$ cat src/rtl/instr_decoder.sv
module instr_decoder #(
  parameter int DATA_W = 16
) (
  input  logic [15:0]       instr_i,
  output logic              rf_we_o,
  output logic [2:0]        rf_dst_o,
  output logic [2:0]        rf_srca_o,
  output logic [2:0]        rf_srcb_o,
  output logic              opb_const_o,
  output logic [3:0]        alu_fn_o,
  output logic              mem_we_o,
  output logic              wb_mem_o,
  output logic [DATA_W-1:0] const_o,
  output logic              is_branch_o,
  output logic              is_jump_o,
  output logic [2:0]        br_cond_o,
  output logic [5:0]        br_target_o
);
  localparam logic [2:0] CAT_ALU_R = 3'b000;
  localparam logic [2:0] CAT_ALU_I = 3'b001;
  localparam logic [2:0] CAT_LOAD  = 3'b010;
  localparam logic [2:0] CAT_STORE = 3'b011;
  localparam logic [2:0] CAT_BR    = 3'b100;
  localparam logic [2:0] CAT_JMP   = 3'b101;
  localparam int         PAD_W     = DATA_W - 3;

  logic [2:0] cat;
  logic [3:0] sub;
  logic       alu_cat, flow_cat;

  assign cat      = instr_i[15:13];
  assign sub      = instr_i[12:9];
  assign alu_cat  = (cat == CAT_ALU_R) || (cat == CAT_ALU_I);
  assign flow_cat = (cat == CAT_BR) || (cat == CAT_JMP);

  assign rf_dst_o    = instr_i[8:6];
  assign rf_srca_o   = flow_cat ? instr_i[8:6] : instr_i[5:3];
  assign rf_srcb_o   = instr_i[2:0];
  assign const_o     = {{PAD_W{1'b0}}, instr_i[2:0]};
  assign br_target_o = instr_i[5:0];

  assign alu_fn_o    = alu_cat ? sub : 4'b0000;
  assign opb_const_o = (cat == CAT_ALU_I);
  assign rf_we_o     = alu_cat || (cat == CAT_LOAD);
  assign mem_we_o    = (cat == CAT_STORE);
  assign wb_mem_o    = (cat == CAT_LOAD);
  assign is_branch_o = (cat == CAT_BR);
  assign is_jump_o   = (cat == CAT_JMP);
  assign br_cond_o   = is_branch_o ? sub[2:0] : 3'b000;
endmodule

$ cat config.mk
export PLATFORM = sky130hd
export DESIGN_NAME = instr_decoder
export DESIGN_NICKNAME = d
export VERILOG_FILES = /design/src/rtl/instr_decoder.sv
export SDC_FILE = /design/constraint.sdc
export NUM_CORES = 1
export LEC_CHECK = 0
export CAP_MARGIN = 40
export CORE_MARGIN = 1
export CORE_UTILIZATION = 24
export DETAILED_ROUTE_END_ITERATION = 7
export PLACE_DENSITY = 0.95
export SLEW_MARGIN = 20
export SYNTH_ARGS = -nofsm -noshare
export SYNTH_HDL_FRONTEND = slang
export SYNTH_SLANG_ARGS = --single-unit
export TNS_END_PERCENT = 50
$ cat constraint.sdc
create_clock -name vclk -period 1.8
set_clock_uncertainty 0.1 [all_clocks]
set_input_delay 0.36 -clock vclk [all_inputs]
set_output_delay 0.36 -clock vclk [all_outputs]
set_load 0.01 [all_outputs]
== Word level (Yosys, flattened, before mapping) ==
Index checks and enable logic that the tools add are counted.

* Equality and inequality tests: 5
* Multiplexer cells: 3
* Reduce and logical (&&, ||, !) cells: 4

{| class="wikitable"
|+ Operator list
! kind !! count
|-
| $eq A3 B2 Y1 const B || 2
|-
| $eq A3 B3 Y1 const B || 2
|-
| $mux W3 || 2
|-
| $mux W4 || 1
|-
| $eq A3 B1 Y1 const B || 1
|-
| $logic_not A3 Y1 || 1
|-
| $logic_or A1 B1 Y1 || 3
|}

* Bits of input ports: 16
* Logic and storage cells: 12
* Output and inout port bits: 44
* Register bits: 0

== Depth between registers and ports, before layout ==
* Word-level depth: 3
* Mapped depth: 2
* Depth with buffers taken out: 2

== Worst setup path before layout ==
Ideal clock, no wire load.

* Path kind: input to output
* Start: input port instr_i[14]
* End: output port rf_srca_o[0]
* Required time: 1.340 ns
* Cell stages on the path: 2
* Arrival: 0.828 ns
* Slack: 0.512 ns
* Path buffers: 0
* Cell sequence: nand2b_4 > mux2_2

* Word-level cells in the longest chain between the ends: 3
* Elaborated cells between the ends (all ways): 4
* Those cells by class: 2 x eq/ne; 1 x mux; 1 x reduce/logical

{| class="wikitable"
|+ Ends and longest elaborated chain
! element !! line !! RTL
|-
| start, declared || 4 || <nowiki>input logic [15:0] instr_i,</nowiki>
|-
| $eq A3 B3 Y1 || 34 || <nowiki>assign flow_cat = (cat == CAT_BR) || (cat == CAT_JMP);</nowiki>
|-
| $logic_or A1 B1 Y1 (*) || 34 ||
|-
| $mux W3 (*) || 37 || <nowiki>assign rf_srca_o = flow_cat ? instr_i[8:6] : instr_i[5:3];</nowiki>
|-
| end, declared || 7 || <nowiki>output logic [2:0] rf_srca_o,</nowiki>
|}

Mark *: on every way between the ends. The rest lies on a longest branch, timed or not.

== Final worst setup path ==
* Start: input port instr_i[13]
* End: output port mem_we_o

* Word-level cells in the longest chain between the ends: 1

{| class="wikitable"
|+ Ends and longest elaborated chain
! element !! line !! RTL
|-
| $eq A3 B2 Y1 || 45 || <nowiki>assign mem_we_o = (cat == CAT_STORE);</nowiki>
|-
| end, declared || 11 || <nowiki>output logic mem_we_o,</nowiki>
|}

Every way passes these cells.

==> out/results.txt <==
max-cap violations: 0
core area: 1350 um2
fmax: 583 MHz
Diodes inserted: 0
Synth top area share: 58.3%
Area growth syn-to-layout: 52.8%
Post-DP Area: 594 um2
Slew Limit Fails: 0
initial core utilization: 26.7%
wire length per cell: 8.45 um
critical path required time: 1340 ps
vias in the first global route: 267
PortBufs: 35
die area: 1660 um2
Cells after Synth: 48
CTS Hold Bufs: 0
Mapped Area: 360 um2
Die H: 40.8 um
largest net degree at the start of global routing: 7
mean cell area of the mapped netlist: 7.51 um2
GR Util All Layers: 8.41%
layout cell share with drive strength beyond 1: 26.8%
first-pass GRT wire length: 952 um
M1 WL: 208 um
grt ovf: 0
Net Sw Frac: 45.5%
register area share after synthesis: 0%
ANT nets after route: 0
switching power: 52.4 uW
DR iter-0 viols: 2
FFs & Latches: 0
critical path type: in2out
HP Class: in2out
top post-synthesis cells by area: buf_4 58%, and2_1 12%, mux2_2 9.4%
placed cells: 86
routed via count: 335
Final Critical Period: 1710 ps
most common cell after layout, fill and taps aside: dlygate4sd2_1
RSZ-0062 raised after global routing: no
vias per cell: 3.90
Sequential cell area: 0 um2
I/O pin count: 60
# nets final: 89
final hold viol count: 0
met3 WL post-DR: 178 um
final wirelength: 727 um
Comb pwr share: 100.0%
most frequent cells in the layout: 17 x dlygate4sd2_1, 13 x conb_1, 10 x clkdlybuf4s50_1
Die W: 40.8 um
crit path launch type: input port
Pwr per Cell Area: 209 nW/um2
Reg power frac: 0%
YS warnings: 0
final hold slack: 620 ps
synth unique cells: 11
Pleak: 0.312 nW
post-route insts no fill: 86
P_int: 62.6 uW
crit share post-route: 95.2%
endpoint type of the worst setup path: primary output
post-CTS setup buffers: 0
outcome: finished, final reports clean
# setup viols final: 0
DR pass1 iterations: 2
design area: 551 um2
peak supply drop: 0.0741 mV
GPL Wtd Cong: 0.652
critical path fanouts, max: 3
critical path arrival: 1250 ps
std cell rows: 13
Setup WS post-layout: 86.2 ps
residual DRC count: 0
detailed placer's ending HPWL: 677 um
top layer reached by signal wires: met4
DR WL met2: 338 um
Place WS: -597 ps
clk_buf instances: 0
largest area contributor in the netlist: buf_4
clock power share: 0%
initial antenna violation count: 0
-- power groups by stage --
stage	clock (mW)	combinational [mW]	sequential, mW
finish	0	0.115	0
detailed placement	0	0.134	0
CTS	0	0.120	0
global route	0	0.127	0
floorplan	0	0.0966	0
global placement	0	0.132	0
-- synthesized netlist by cell type (all sizes together) --
master / instances
conb: 1
and2: 7
nor2: 2
mux2: 3
a21oi: 1
buf: 28
inv: 1
nor3b: 3
nor3: 1
nand2b: 1
-- final cells by class --
type,count,area (um2)
Inverter,1,3.75
Fill cell,147,800
Multi-Input combinational cell,31,196
Tap cell,15,18.8
Timing Repair Buffer,39,332
-- worst paths after layout --
kind	from	end	slack [ps]	cells past startpoint
worst max-delay path	instr_i[13]	mem_we_o	90	4
worst min-delay path	instr_i[1]	rf_srcb_o[1]	620	0
-- what timing repair did --
| item | CTS | global route |
|---|---|---|
| pin swaps | 2 | 3 |
| endpoints found under the setup margin | 22 | 7 |
| endpoints found under the hold margin | 0 | 0 |
| resized for setup | 37 | 7 |
-- critical path, stage by stage --
cell and delay (ps):
dlygate4sd2_1 280, inv_1 100, nor3b_1 210, dlygate4sd2_1 300
-- cells by family after synthesis --
group / Yosys count / share of synthesized area [%]
buf+inv: 29 / 59.4
simple gates: 14 / 28.8
mux: 3 / 9.37
compound gates: 1 / 1.39
other cells: 1 / 1.04
-- per-stage QoR --
stage	total power, mW	util (%)	TNS, ps
2_1_floorplan	0.0966	-	0
3_3_place_gp	0.132	44.0	-7640
3_5_place_dp	0.134	44.0	-8120
4_1_cts	0.120	43.0	0
5_1_grt	0.127	40.8	0
6_report	0.115	40.8	0
-- per-layer routing --
metal | vias to the layer above | track usage (%)
met5 | - | 0
met4 | 0 | 1.67
met3 | 2 | 2.17
met2 | 41 | 17.9
met1 | 136 | 7.69
li1 | 156 | -
Power figures use the tool's default switching activity.
